===== config.mk =====
export PLATFORM = sky130hd
export DESIGN_NAME = mp_async_rx
export DESIGN_NICKNAME = d
export VERILOG_FILES = /design/src/rtl/mp_rx_pkg.sv /design/src/rtl/mp_rx_sync.sv /design/src/rtl/mp_rx_framer.sv /design/src/rtl/mp_rx_regs.sv /design/src/rtl/mp_async_rx.sv
export SDC_FILE = /design/constraint.sdc
export NUM_CORES = 1
export LEC_CHECK = 0
export BUFFER_PORTS_ARGS = -buffer_cell sky130_fd_sc_hd__clkbuf_2
export CAP_MARGIN = 10
export CORE_MARGIN = 3
export CORE_UTILIZATION = 45
export DETAILED_ROUTE_END_ITERATION = 12
export PLACE_DENSITY = 0.68
export SLEW_MARGIN = 25
export SYNTH_ARGS = -nofsm -noshare
export SYNTH_HDL_FRONTEND = slang
export SYNTH_HIERARCHICAL = 1
export SYNTH_SLANG_ARGS = --single-unit

===== constraint.sdc =====
create_clock -name clk -period 4.5 [get_ports clk]
set_clock_uncertainty 0.05 [all_clocks]
set_input_delay 0.45 -clock clk [delete_from_list [all_inputs] [get_ports clk]]
set_output_delay 0.45 -clock clk [all_outputs]
set_load 0.02 [all_outputs]

===== src/rtl/mp_rx_pkg.sv =====
package mp_rx_pkg;
  // Control register (address 0) bit positions
  localparam int unsigned CTRL_RXEN_BIT = 0;
  localparam int unsigned CTRL_FILT_BIT = 1;
  // Status register (address 1) bit positions
  localparam int unsigned STAT_FULL_BIT = 0;
  localparam int unsigned STAT_FERR_BIT = 1;
  localparam int unsigned STAT_OVR_BIT  = 2;

  typedef enum logic [1:0] {
    RX_IDLE  = 2'd0,
    RX_START = 2'd1,
    RX_BITS  = 2'd2,
    RX_STOP  = 2'd3
  } rx_state_e;
endpackage


===== src/rtl/mp_rx_sync.sv =====
module mp_rx_sync #(
  parameter int unsigned STAGES = 2
) (
  input  logic clk,
  input  logic rst,
  input  logic din,
  output logic dout
);
  logic [STAGES-1:0] chain_q;

  always_ff @(posedge clk) begin
    if (rst) chain_q <= '1;
    else     chain_q <= {chain_q[STAGES-2:0], din};
  end

  assign dout = chain_q[STAGES-1];
endmodule


===== src/rtl/mp_rx_framer.sv =====
module mp_rx_framer
  import mp_rx_pkg::*;
#(
  parameter int unsigned DATA_BITS = 8,
  parameter int unsigned OS_RATE   = 16
) (
  input  logic                 clk,
  input  logic                 rst,
  input  logic                 enable,
  input  logic                 line,
  input  logic                 tick,
  output logic                 done,
  output logic [DATA_BITS-1:0] data,
  output logic                 mark,
  output logic                 stop_ok
);
  localparam int unsigned SH_W  = DATA_BITS + 1;
  localparam int unsigned CNT_W = $clog2(OS_RATE);
  localparam int unsigned IDX_W = $clog2(SH_W);
  localparam logic [CNT_W-1:0] HALF_CNT = CNT_W'(OS_RATE/2 - 1);
  localparam logic [CNT_W-1:0] LAST_CNT = CNT_W'(OS_RATE - 1);
  localparam logic [IDX_W-1:0] LAST_IDX = IDX_W'(SH_W - 1);

  rx_state_e         st_q;
  logic [CNT_W-1:0]  cnt_q;
  logic [IDX_W-1:0]  idx_q;
  logic [SH_W-1:0]   sh_q;
  logic              prev_q;
  logic              done_q;
  logic              stop_q;

  always_ff @(posedge clk) begin
    if (rst) begin
      st_q   <= RX_IDLE;
      cnt_q  <= '0;
      idx_q  <= '0;
      sh_q   <= '0;
      prev_q <= 1'b1;
      done_q <= 1'b0;
      stop_q <= 1'b0;
    end else begin
      done_q <= 1'b0;
      prev_q <= line;
      if (!enable) begin
        st_q <= RX_IDLE;
      end else begin
        case (st_q)
          RX_IDLE: begin
            if (prev_q && !line) begin
              st_q  <= RX_START;
              cnt_q <= '0;
            end
          end
          RX_START: begin
            if (tick) begin
              if (cnt_q == HALF_CNT) begin
                cnt_q <= '0;
                idx_q <= '0;
                st_q  <= line ? RX_IDLE : RX_BITS;
              end else begin
                cnt_q <= cnt_q + 1'b1;
              end
            end
          end
          RX_BITS: begin
            if (tick) begin
              if (cnt_q == LAST_CNT) begin
                cnt_q <= '0;
                sh_q  <= {line, sh_q[SH_W-1:1]};
                if (idx_q == LAST_IDX) st_q <= RX_STOP;
                else                   idx_q <= idx_q + 1'b1;
              end else begin
                cnt_q <= cnt_q + 1'b1;
              end
            end
          end
          RX_STOP: begin
            if (tick) begin
              if (cnt_q == LAST_CNT) begin
                cnt_q  <= '0;
                done_q <= 1'b1;
                stop_q <= line;
                st_q   <= RX_IDLE;
              end else begin
                cnt_q <= cnt_q + 1'b1;
              end
            end
          end
          default: st_q <= RX_IDLE;
        endcase
      end
    end
  end

  assign done    = done_q;
  assign data    = sh_q[DATA_BITS-1:0];
  assign mark    = sh_q[SH_W-1];
  assign stop_ok = stop_q;
endmodule


===== src/rtl/mp_rx_regs.sv =====
module mp_rx_regs
  import mp_rx_pkg::*;
#(
  parameter int unsigned DATA_BITS = 8,
  parameter int unsigned REG_W     = 8
) (
  input  logic                 clk,
  input  logic                 rst,
  input  logic                 wr_en,
  input  logic                 wr_addr,
  input  logic [REG_W-1:0]     wr_data,
  input  logic                 f_done,
  input  logic [DATA_BITS-1:0] f_data,
  input  logic                 f_mark,
  input  logic                 f_stop_ok,
  output logic [DATA_BITS-1:0] data_q,
  output logic                 full_q,
  output logic                 ferr_q,
  output logic                 ovr_q,
  output logic                 rxen_q,
  output logic                 filt_q
);
  logic ctrl_wr, stat_wr;
  logic discard, accept, load, set_ovr, set_ferr, filt_hw_clr;

  always_comb begin
    ctrl_wr     = wr_en && !wr_addr;
    stat_wr     = wr_en &&  wr_addr;
    discard     = filt_q && !f_mark;
    accept      = f_done && !discard;
    load        = accept && !full_q;
    set_ovr     = accept &&  full_q;
    set_ferr    = accept && !f_stop_ok;
    filt_hw_clr = f_done && filt_q && f_mark;
  end

  always_ff @(posedge clk) begin
    if (rst) begin
      data_q <= '0;
      full_q <= 1'b0;
      ferr_q <= 1'b0;
      ovr_q  <= 1'b0;
      rxen_q <= 1'b0;
      filt_q <= 1'b0;
    end else begin
      if (ctrl_wr) rxen_q <= wr_data[CTRL_RXEN_BIT];
      // hardware disarm wins over a software write in the same cycle
      if (filt_hw_clr)  filt_q <= 1'b0;
      else if (ctrl_wr) filt_q <= wr_data[CTRL_FILT_BIT];

      if (load) data_q <= f_data;

      if (load)                                 full_q <= 1'b1;
      else if (stat_wr && !wr_data[STAT_FULL_BIT]) full_q <= 1'b0;

      if (set_ferr)                             ferr_q <= 1'b1;
      else if (stat_wr && !wr_data[STAT_FERR_BIT]) ferr_q <= 1'b0;

      if (set_ovr)                              ovr_q <= 1'b1;
      else if (stat_wr && !wr_data[STAT_OVR_BIT])  ovr_q <= 1'b0;
    end
  end
endmodule


===== src/rtl/mp_async_rx.sv =====
module mp_async_rx #(
  parameter int unsigned DATA_BITS   = 8,
  parameter int unsigned OS_RATE     = 16,
  parameter int unsigned SYNC_STAGES = 2,
  parameter int unsigned REG_W       = 8
) (
  input  logic                 clk,
  input  logic                 rst,
  input  logic                 rxd,
  input  logic                 os_tick,
  input  logic                 wr_en,
  input  logic                 wr_addr,
  input  logic [REG_W-1:0]     wr_data,
  output logic [DATA_BITS-1:0] rx_data,
  output logic                 rx_full,
  output logic                 frame_err,
  output logic                 overrun_err,
  output logic                 rx_enable,
  output logic                 filter_enable
);
  logic                 line_s;
  logic                 frame_done;
  logic [DATA_BITS-1:0] frame_data;
  logic                 frame_mark;
  logic                 frame_stop_ok;

  mp_rx_sync #(.STAGES(SYNC_STAGES)) u_sync (
    .clk  (clk),
    .rst  (rst),
    .din  (rxd),
    .dout (line_s)
  );

  mp_rx_framer #(.DATA_BITS(DATA_BITS), .OS_RATE(OS_RATE)) u_framer (
    .clk     (clk),
    .rst     (rst),
    .enable  (rx_enable),
    .line    (line_s),
    .tick    (os_tick),
    .done    (frame_done),
    .data    (frame_data),
    .mark    (frame_mark),
    .stop_ok (frame_stop_ok)
  );

  mp_rx_regs #(.DATA_BITS(DATA_BITS), .REG_W(REG_W)) u_regs (
    .clk       (clk),
    .rst       (rst),
    .wr_en     (wr_en),
    .wr_addr   (wr_addr),
    .wr_data   (wr_data),
    .f_done    (frame_done),
    .f_data    (frame_data),
    .f_mark    (frame_mark),
    .f_stop_ok (frame_stop_ok),
    .data_q    (rx_data),
    .full_q    (rx_full),
    .ferr_q    (frame_err),
    .ovr_q     (overrun_err),
    .rxen_q    (rx_enable),
    .filt_q    (filter_enable)
  );
endmodule


==> reports/metrics.yaml <==
synth_fa_ha_area_share_pct: 2.30
yosys.area_share.simple_pct: 22.4
synthesis.nets: 190
grt_pass1_wl_um: 5020
finalSetupViolations: 0
core_area_um2: 3420
first_pass_iters: 6
wl_per_cell_um: 12.2
powerDensity_nw_per_um2: 311
path_class: "reg -> reg"
clk_pin_slew_ns: 0.10
cts-root-buf: "clkbuf_4"
clock_sinks: 37
io_buffers: 21
drc_errors: 0
rsz0062_at_grt: "no"
fmax_mhz: 503
yosysSeqAreaShare_pct: 45.3
synth.mux.area_fraction_pct: 7.96
dp_worst_setup_slack_ns: 2.46
holdWs_ns: 0.261
report.final.slew_viol_count: 0
postCtsSetupRepairBufs: 0
syn_area_um2: 1630
total_leakage_power_nw: 0.659
dp_hpwl_um: 2120
maxSlewHeadroom_pct: 52.2
synth_top_family_by_area: "simple AND/OR/NAND/NOR gates"
hold_path.class: "in -> reg"
placed_area_um2: 1750
synth_xor_area_share_pct: 1.07
status: "finished, final reports clean"
fp.dieW_um: 66.3
worstPathRequired_ns: 4.70
worst_slack_ns: 2.51
critPathMaxStageDelay_ns: 0.57
grt_usage_pct: 14.7
finalCriticalPeriod_ns: 1.99
diodes: 0
yosysTopAreaCell: "dfxtp_1"
syn_avg_cell_area_um2: 9.45
ant_nets: 0
worstPathCellList: "or4b_4 -> a21bo_4 -> or4b_1 -> a21oi_1"
fin_crit_sh_pct: 44.2
path_delay_family: "simple AND/OR/NAND/NOR gates"
start_util_pct: 47.8
yosys-top-cells-area: "dfxtp_1 (45%), mux2i_1 (8.0%), a21oi_1 (5.5%), o21ai_0 (4.9%), nor2_1 (3.7%)"
num-fill-cells: 325
worstPathArrival_ns: 2.19
die_h_um: 66.3
grt_max_degree: 33
endpoint_kind: "flop"
drt_iter0_markers: 76
final_core_util_pct: 53.3
maxCapViolations: 0
crit_buf_inv: 0
cts-resized-gates: 0
insertion_delay_ns: 0.32
worst_slew_pin_slew_ns: 0.707
synthCells: 173
finalHoldViolCount: 0
hold_buffers: 0
slowest_stage: "or4b_4"
ys_ff_latch: 37
dieArea_um2: 4390
num_io_pins: 27
final_cells: 239
ys_types: 39
yosys_warnings: 6
dpl.cell_count: 232
wirelength_um: 2910
synth_enable_flop_cells: 0
synth_compound_area_share_pct: 16.0
async_flop_share_pct: 0
cts_buffer_depth: 2
crit_path_start_kind: "flop"
cts_tree: "done"
peakVddDrop_v: 0.000155
vias: 1261
netlist.area_leader.share_pct: 45.3
final_nets: 210
vias_per_cell: 5.28
power_mw: 0.566
rows: 21
grt_pass1_vias: 1189
syn_to_final_growth_pct: 11.3
ys.flop_type: "dfxtp_1"
htreeDepth: 2
gp_congestion: 0.783
antenna_found_initial: 0
final_cell_area_um2: 1820
setup_tns_ns: 0
cts_buffers: 5
crit_fanout: 10
overflow: 0
drive_gt1_share_pct: 19.7
## layer usage
metal / vias up / GRT usage [%] / wire length, um
li1: 653 / - / -
met3: 4 / 4.08 / 102
met1: 583 / 17.2 / 1330
met4: 0 / 6.85 / 27
met2: 21 / 24.7 / 1450
met5: - / 0 / 0
## worst register-to-register path, cell delays in order, from the launching register on
cell and delay, ns:
dfxtp_1 0.41, or4b_4 0.57, a21bo_4 0.25, or4b_1 0.50, a21oi_1 0.14
## cell type report
class / instances / area [um2] / area share (%)
Clock buffer: 5 / 37.5 / 2.06
Clock inverter: 2 / 35.0 / 1.93
Inverter: 6 / 22.5 / 1.24
Multi-Input combinational cell: 121 / 813 / 44.7
Sequential cell: 37 / 741 / 40.7
Tap cell: 46 / 57.6 / 3.16
Timing Repair Buffer: 22 / 113 / 6.19
## path summary, 6_finish.rpt
check,from,endpoint,slack (ns),depth (start not counted)
worst max register to register,u_framer/st_q[0],u_framer/cnt_q[3],2.51,4
worst min-delay path,rxd,u_sync/chain_q[0],0.26,2
worst max-delay path,u_framer/st_q[0],u_framer/cnt_q[3],2.51,4
worst min register to register,u_sync/chain_q[0],u_sync/chain_q[1],0.38,1
## registers in the layout (all words and copies together) (netlist names), 2 cells and up, named ones only
| signal | flops |
|---|---|
| u_framer/cnt_q | 4 |
| u_framer/idx_q | 4 |
| u_sync/chain_q | 2 |
| u_framer/sh_q | 9 |
| u_regs/data_q | 8 |
## kinds of logic (layout without fill, tap and decap cells)
logic type / count (synthesis) / count (layout)
compound gates: 44 / 44
xor+xnor: 2 / 2
fa+ha+maj: 3 / 3
buf+inv: 15 / 35
flops: 37 / 37
mux: 13 / 13
simple gates: 59 / 59
## power by group
group | switching, mW | internal [mW] | total (mW) | leakage [nW]
logic | 0.0123 | 0.00731 | 0.0196 | 0.319
registers | 0.00220 | 0.329 | 0.331 | 0.299
clock network | 0.101 | 0.113 | 0.214 | 0.0410
total | 0.116 | 0.450 | 0.566 | 0.659
## Yosys cell counts, drive strengths merged (3+ instances only)
cell / number
dfxtp: 37
a21oi: 18
nor2: 16
o21ai: 16
mux2i: 13
or3b: 8
inv: 6
nand2: 6
buf: 5
clkbuf: 4
nand3: 4
nand3b: 4
or3: 4
or4b: 4
a211oi: 3
ha: 3
nand2b: 3
or2: 3
## cell usage in the layout (no fill, tap or decap), types with 4 or more instances in the layout
cell type,instances
o21ai_0,16
nand3b_1,4
nand3_1,4
dfxtp_1,37
clkbuf_2,21
or3_1,4
mux2i_1,13
a21oi_1,18
nand2_1,6
clkbuf_4,5
or3b_1,5
inv_1,6
nor2_1,16
Power figures use the tool's default switching activity.
